`config.mk`:
```
export PLATFORM = sky130hd
export DESIGN_NAME = qos_csr_unit
export DESIGN_NICKNAME = d
export VERILOG_FILES = /design/src/rtl/qos_csr_pkg.sv /design/src/rtl/qos_csr_access.sv /design/src/rtl/qos_id_fields.sv /design/src/rtl/qos_sen_gate.sv /design/src/rtl/qos_csr_unit.sv
export SDC_FILE = /design/constraint.sdc
export NUM_CORES = 1
export LEC_CHECK = 0
export ABC_AREA = 1
export BUFFER_PORTS_ARGS = -buffer_cell sky130_fd_sc_hd__buf_2
export CORE_UTILIZATION = 43
export CTS_CLUSTER_DIAMETER = 150
export DETAILED_ROUTE_END_ITERATION = 12
export GPL_ROUTABILITY_DRIVEN = 0
export GPL_TIMING_DRIVEN = 0
export PLACE_DENSITY_LB_ADDON = 0.3
export SLEW_MARGIN = 20
export SYNTH_ARGS = -nofsm -noshare
export SYNTH_HDL_FRONTEND = slang
export SYNTH_SLANG_ARGS = --single-unit
```
`constraint.sdc`:
```
create_clock -name clk -period 2.54 [get_ports clk]
set_input_delay 0 -clock clk [delete_from_list [all_inputs] [get_ports clk]]
set_output_delay 0 -clock clk [all_outputs]
set_load 0.005 [all_outputs]
```
`src/rtl/qos_csr_pkg.sv`:
```
package qos_csr_pkg;

   typedef enum logic [1:0] {
      PRIV_U   = 2'd0,
      PRIV_S   = 2'd1,
      PRIV_RSV = 2'd2,
      PRIV_M   = 2'd3
   } priv_e;

   localparam logic [11:0] CSR_QOS_CFG = 12'h181;
   localparam logic [11:0] CSR_SEN_LO  = 12'h30C;
   localparam logic [11:0] CSR_SEN_HI  = 12'h31C;

   // position of the supervisor QoS gate inside the state-enable register
   localparam int SEN_QOS_BIT = 55;

   typedef struct packed {
      logic qos;
      logic sen_lo;
      logic sen_hi;
   } csr_sel_t;

endpackage

```
`src/rtl/qos_csr_access.sv`:
```
module qos_csr_access
   import qos_csr_pkg::*;
#(
   parameter bit HAS_QOS     = 1'b1,
   parameter bit HAS_STATEEN = 1'b1
) (
   input  logic [11:0] addr,
   input  logic [1:0]  priv,
   input  logic        xlen64,
   input  logic        gate,
   input  logic        access,
   output csr_sel_t    sel,
   output logic        illegal
);

   logic qos_ok;
   logic sen_ok;

   always_comb begin
      qos_ok = HAS_QOS &&
               ((priv == PRIV_M) ||
                ((priv == PRIV_S) && (!HAS_STATEEN || gate)));
      sen_ok = HAS_STATEEN && (priv == PRIV_M);

      sel.qos    = (addr == CSR_QOS_CFG) && qos_ok;
      sel.sen_lo = (addr == CSR_SEN_LO) && sen_ok;
      sel.sen_hi = (addr == CSR_SEN_HI) && sen_ok && !xlen64;

      illegal = access && !(|sel);
   end

endmodule

```
`src/rtl/qos_id_fields.sv`:
```
module qos_id_fields #(
   parameter int RCID_W   = 12,
   parameter int MCID_W   = 12,
   parameter int MCID_LSB = 16,
   parameter int DATA_W   = 64
) (
   input  logic              clk,
   input  logic              rst_n,
   input  logic              wr_en,
   input  logic [RCID_W-1:0] rcid_d,
   input  logic [MCID_W-1:0] mcid_d,
   output logic [RCID_W-1:0] rcid_q,
   output logic [MCID_W-1:0] mcid_q,
   output logic [DATA_W-1:0] image
);

   if (RCID_W > MCID_LSB) begin : g_bad_overlap
      $error("qos_id_fields: resource-control field overlaps monitoring field");
   end
   if (MCID_LSB + MCID_W > DATA_W) begin : g_bad_width
      $error("qos_id_fields: monitoring field exceeds data width");
   end

   always_ff @(posedge clk or negedge rst_n) begin
      if (!rst_n) begin
         rcid_q <= '0;
         mcid_q <= '0;
      end else if (wr_en) begin
         rcid_q <= rcid_d;
         mcid_q <= mcid_d;
      end
   end

   always_comb begin
      image = '0;
      image[RCID_W-1:0] = rcid_q;
      image[MCID_LSB +: MCID_W] = mcid_q;
   end

endmodule

```
`src/rtl/qos_sen_gate.sv`:
```
module qos_sen_gate #(
   parameter bit ENABLE = 1'b1
) (
   input  logic clk,
   input  logic rst_n,
   input  logic wr_full,
   input  logic bit_full,
   input  logic wr_hi,
   input  logic bit_hi,
   output logic gate
);

   if (ENABLE) begin : g_flop
      always_ff @(posedge clk or negedge rst_n) begin
         if (!rst_n)       gate <= 1'b0;
         else if (wr_full) gate <= bit_full;
         else if (wr_hi)   gate <= bit_hi;
      end

      a_r7_gate_follows_write: assert property (@(posedge clk) disable iff (!rst_n)
         wr_full |=> (gate == $past(bit_full)));
      a_r8_gate_follows_high_half: assert property (@(posedge clk) disable iff (!rst_n)
         (wr_hi && !wr_full) |=> (gate == $past(bit_hi)));
   end else begin : g_zero
      logic unused_gate_in;
      assign unused_gate_in = ^{clk, rst_n, wr_full, bit_full, wr_hi, bit_hi};
      assign gate = 1'b0;
   end

endmodule

```
`src/rtl/qos_csr_unit.sv`:
```
module qos_csr_unit
   import qos_csr_pkg::*;
#(
   parameter bit HAS_QOS     = 1'b1,
   parameter bit HAS_STATEEN = 1'b1,
   parameter int RCID_W      = 12,
   parameter int MCID_W      = 12,
   parameter int MCID_LSB    = 16,
   parameter int DATA_W      = 64
) (
   input  logic              clk,
   input  logic              rst_n,
   input  logic [11:0]       csr_addr,
   input  logic              csr_re,
   input  logic              csr_we,
   input  logic [DATA_W-1:0] csr_wdata,
   input  logic [1:0]        csr_priv,
   input  logic              csr_xlen64,
   output logic [DATA_W-1:0] csr_rdata,
   output logic              csr_illegal
);

   localparam int HALF_W = DATA_W / 2;
   localparam int GATE_HI_BIT = SEN_QOS_BIT - HALF_W;
   localparam logic [DATA_W-1:0] FIELD_MASK =
      ((DATA_W'(1) << RCID_W) - 1) | (((DATA_W'(1) << MCID_W) - 1) << MCID_LSB);

   if (DATA_W != 64) begin : g_bad_data_w
      $error("qos_csr_unit: data width must be 64");
   end

   csr_sel_t          sel;
   logic              gate;
   logic [RCID_W-1:0] rcid;
   logic [MCID_W-1:0] mcid;
   logic [DATA_W-1:0] qos_image;
   logic [DATA_W-1:0] sen_image;
   logic              wr_qos;
   logic              wr_full;
   logic              wr_hi;
   logic              unused_wdata;

   assign unused_wdata = ^csr_wdata;

   qos_csr_access #(
      .HAS_QOS     (HAS_QOS),
      .HAS_STATEEN (HAS_STATEEN)
   ) u_access (
      .addr    (csr_addr),
      .priv    (csr_priv),
      .xlen64  (csr_xlen64),
      .gate    (gate),
      .access  (csr_re | csr_we),
      .sel     (sel),
      .illegal (csr_illegal)
   );

   assign wr_qos  = csr_we && sel.qos;
   assign wr_full = csr_we && sel.sen_lo && csr_xlen64;
   assign wr_hi   = csr_we && sel.sen_hi;

   qos_id_fields #(
      .RCID_W   (RCID_W),
      .MCID_W   (MCID_W),
      .MCID_LSB (MCID_LSB),
      .DATA_W   (DATA_W)
   ) u_ids (
      .clk    (clk),
      .rst_n  (rst_n),
      .wr_en  (wr_qos),
      .rcid_d (csr_wdata[RCID_W-1:0]),
      .mcid_d (csr_wdata[MCID_LSB +: MCID_W]),
      .rcid_q (rcid),
      .mcid_q (mcid),
      .image  (qos_image)
   );

   qos_sen_gate #(
      .ENABLE (HAS_QOS && HAS_STATEEN)
   ) u_gate (
      .clk      (clk),
      .rst_n    (rst_n),
      .wr_full  (wr_full),
      .bit_full (csr_wdata[SEN_QOS_BIT]),
      .wr_hi    (wr_hi),
      .bit_hi   (csr_wdata[GATE_HI_BIT]),
      .gate     (gate)
   );

   always_comb begin
      sen_image = '0;
      sen_image[SEN_QOS_BIT] = gate;
   end

   always_comb begin
      csr_rdata = '0;
      if (csr_re) begin
         if (sel.qos)
            csr_rdata = qos_image;
         else if (sel.sen_lo)
            csr_rdata = csr_xlen64 ? sen_image : {{HALF_W{1'b0}}, sen_image[HALF_W-1:0]};
         else if (sel.sen_hi)
            csr_rdata = {{HALF_W{1'b0}}, sen_image[DATA_W-1:HALF_W]};
      end
   end

   // permitted reads of the QoS register show only the two ID fields
   a_r1_read_gaps_zero: assert property (@(posedge clk) disable iff (!rst_n)
      (csr_re && !csr_illegal && csr_addr == CSR_QOS_CFG) |-> ((csr_rdata & ~FIELD_MASK) == '0));

   a_r2_write_lands: assert property (@(posedge clk) disable iff (!rst_n)
      (csr_we && !csr_illegal && csr_addr == CSR_QOS_CFG) |=>
      (rcid == $past(csr_wdata[RCID_W-1:0]) && mcid == $past(csr_wdata[MCID_LSB +: MCID_W])));

   a_r4_machine_allowed: assert property (@(posedge clk) disable iff (!rst_n)
      (HAS_QOS && (csr_re || csr_we) && csr_priv == PRIV_M && csr_addr == CSR_QOS_CFG) |-> !csr_illegal);

   a_r5_supervisor_gated: assert property (@(posedge clk) disable iff (!rst_n)
      (HAS_STATEEN && !gate && (csr_re || csr_we) && csr_priv == PRIV_S &&
       csr_addr == CSR_QOS_CFG) |-> csr_illegal);

   a_r6_user_refused: assert property (@(posedge clk) disable iff (!rst_n)
      ((csr_re || csr_we) && (csr_priv == PRIV_U || csr_priv == PRIV_RSV) &&
       csr_addr == CSR_QOS_CFG) |-> csr_illegal);

   a_r8_low_half_keeps_gate: assert property (@(posedge clk) disable iff (!rst_n)
      (csr_we && !csr_xlen64 && csr_addr == CSR_SEN_LO) |=> $stable(gate));

   a_r9_high_half_hidden: assert property (@(posedge clk) disable iff (!rst_n)
      ((csr_re || csr_we) && csr_xlen64 && csr_addr == CSR_SEN_HI) |-> csr_illegal);

   a_r10_illegal_reads_zero: assert property (@(posedge clk) disable iff (!rst_n)
      csr_illegal |-> (csr_rdata == '0));

   a_r10_illegal_keeps_state: assert property (@(posedge clk) disable iff (!rst_n)
      (csr_we && csr_illegal) |=> ($stable(rcid) && $stable(mcid) && $stable(gate)));

endmodule

```
==> flow_summary.ini <==
[run_status]
status = finished clean

[timing]
period_needed_ns = 1.56
setup_violations = 0
worst_pin_slew_ns = 0.558
rsz0062_at_grt = false
final-max-slew-violation-count = 0
hold_viol = 0
finalClockSkew_ns = 0.00401
finalSetupTns_ns = 0
fin_ws_ns = 0.977
max_freq_mhz = 640
post-route-period-util = 0.615
relSlewSlack = 0.628

[clock_tree]
clk_pin_slew_ns = 0.09
cts_hold_buffers = 25
cts_post_setup_buffers_inserted = 0
postCtsResizedCells = 0
htree_levels = 1
cts_tree = built
clockRootBuffer = clkbuf_8
cts_buffers = 3
clk_latency_ns = 0.26
cts_buffer_depth = 2
cts.sinks = 25

[logic_synthesis]
synth-seq-cells = 25
yosys_warnings = 0
synth_common_cells = 61 x nand2_1, 41 x buf_4, 35 x inv_1, 30 x nand3_1, 25 x dfrtp_1
synth_top_area_frac = 0.339
synthCells = 250
synth.area.top_cells = dfrtp_1 34%, buf_4 17%, nand2_1 12%
synth-edff-count = 0
synth_area_per_cell_um2 = 7.38
async_flop_share = 1.00
syn-cell-area_um2 = 1840
ys_types = 22
yosysTopAreaCell = dfrtp_1
yosysSeqAreaShare = 0.339
synth.most_common_cell = nand2_1
synth-main-ff-cell = dfrtp_1

[pwr]
seqPwrFrac = 0.501
p_int_w = 0.000602
vdd_drop_max_mv = 0.156
p_clk_frac = 0.300
switching_power_w = 0.000194
p_leak_nw = 1.54
totalPowerFinal_w = 0.000796
powerDensity_nw_per_um2 = 296
combinationalPowerShare = 0.199
p_sw_frac = 0.243

[critical_path]
crit_type = register to output pin
worst_setup_path_end_kind = output pin
required_ns = 2.54
crit_arrival_ns = 1.56
critPathMaxFanout = 10
start_kind = register

[grt]
grt_pass1_vias = 1626
antenna_found_initial = 0
overflow = 0
grt_max_degree = 26
grt_pass1_wl_mm = 6.74
grt_usage = 0.192

[cells_and_area]
final_area_um2 = 2690
antenna_cells = 0
areaGrowthSynthToFinish_pct = 45.8
nets = 469
fin_util = 0.663
drive_gt1_frac = 0.371

[route]
wl_per_cell_um = 9.51
viasPerCell = 4.16
drc = 0
ant_nets = 0
drt_iter0_drc = 76
drtPass1Iterations = 4
drt-total-wl_mm = 4.14
via_count = 1808

[floorplan]
num_rows = 23
start_util = 0.455
dieArea_um2 = 4550
io_pins = 148
die_w_um = 67.5
die_h_um = 67.5
coreArea_um2 = 4060

[place]
numPortBuffers = 68
placed_area_um2 = 2390
detailed_place_hpwl_mm = 2.97
post-place-ws_ns = 1.26

[worst_hold_path]
hp-class = input pin to register

[run]
cap_violations = 0
==> metrics by stage <==
| step | std cells | hold WS [ns] |
|---|---|---|
| global route | 435 | 0.0633 |
| detailed placement | 406 | 0.0243 |
| CTS | 435 | 0.0242 |
| global placement | 406 | 0.0263 |
| floorplan | 288 | -0.296 |
| finish | 435 | 0.0209 |
==> layout make-up <==
| type | count | area [um2] |
|---|---|---|
| fillers | 369 | 1370 |
| multi-input cells | 179 | 855 |
| flip-flops and latches | 25 | 626 |
| repair buffers | 93 | 591 |
| plain buffers | 48 | 369 |
| inverters | 36 | 138 |
| well taps | 50 | 62.6 |
| clock buffers | 3 | 41.3 |
| clock inverters | 1 | 7.51 |
==> worst max-delay path, cell delays in order (launching register included) <==
cell and delay [ns]:
dfrtp_1 0.39, o21ai_1 0.07, nor2_1 0.13, nand2_2 0.10, inv_4 0.13, nand2_4 0.09
buf_8 0.17, nor2_4 0.09, buf_2 0.11
==> layer usage <==
metal  vias up  GRT usage  share of wire
li1        949          -              -
met1       797      0.211           0.41
met2        60      0.381           0.53
met3         2     0.0253          0.048
met4         0     0.0399         0.0072
met5         -          0              0
==> sequential cells by signal, indices dropped and copies added (netlist names) <==
register      flops
u_gate.gate       1
u_ids.mcid_q     12
u_ids.rcid_q     12
==> worst paths after layout <==
| check | from | endpoint | slack, ns | cells past startpoint |
|---|---|---|---|---|
| min in group asynchronous | rst_n | u_ids.mcid_q[1] | 0.26 | 2 |
| max | u_gate.gate | csr_rdata[20] | 0.98 | 8 |
| min | csr_wdata[55] | u_gate.gate | 0.02 | 3 |
| max in group asynchronous | rst_n | u_ids.mcid_q[7] | 1.91 | 2 |
| max reg2reg | u_gate.gate | u_ids.mcid_q[3] | 1.26 | 8 |
| min reg2reg | u_ids.rcid_q[3] | u_ids.rcid_q[3] | 0.48 | 2 |
==> logic make-up (layout without fill, tap and decap cells) <==
group / Yosys count / in the layout / share of synthesized area
flip-flops: 25 / 25 / 0.339
buffers and inverters: 84 / 181 / 0.275
AO/OA/AOI/OAI: 4 / 4 / 0.0136
other: 1 / 39 / 0.00203
AND/OR/NAND/NOR: 136 / 136 / 0.370
==> cell usage in the layout (no fill, tap or decap) <==
master / Yosys / final
o21ai_0: 2 / 2
nor2_1: 15 / 15
clkbuf_1: 2 / 2
nand2_2: 1 / 1
buf_2: 1 / 69
nand3b_1: 1 / 1
nor3_1: 1 / 1
clkbuf_8: 0 / 3
nand2_4: 2 / 2
buf_8: 1 / 1
buf_6: 3 / 3
nand3_1: 30 / 30
nor2_2: 11 / 11
nand2_1: 61 / 61
conb_1: 1 / 39
nand4_1: 4 / 4
o211a_1: 1 / 1
clkinvlp_4: 0 / 1
inv_4: 1 / 1
dlygate4sd3_1: 0 / 25
buf_4: 41 / 41
nor2_4: 10 / 10
o21ai_1: 1 / 1
inv_1: 35 / 35
dfrtp_1: 25 / 25
==> power by group through the flow <==
stage / combinational, W / clock [W] / sequential (W)
after detailed placement: 0.000126 / 0 / 0.000406
after floorplan: 0.0000756 / 0 / 0.000406
after global routing: 0.000179 / 0.000261 / 0.000399
after CTS: 0.000155 / 0.000245 / 0.000398
final: 0.000159 / 0.000239 / 0.000398
after global placement: 0.000124 / 0 / 0.000406
(Power assumes the default switching activity.)
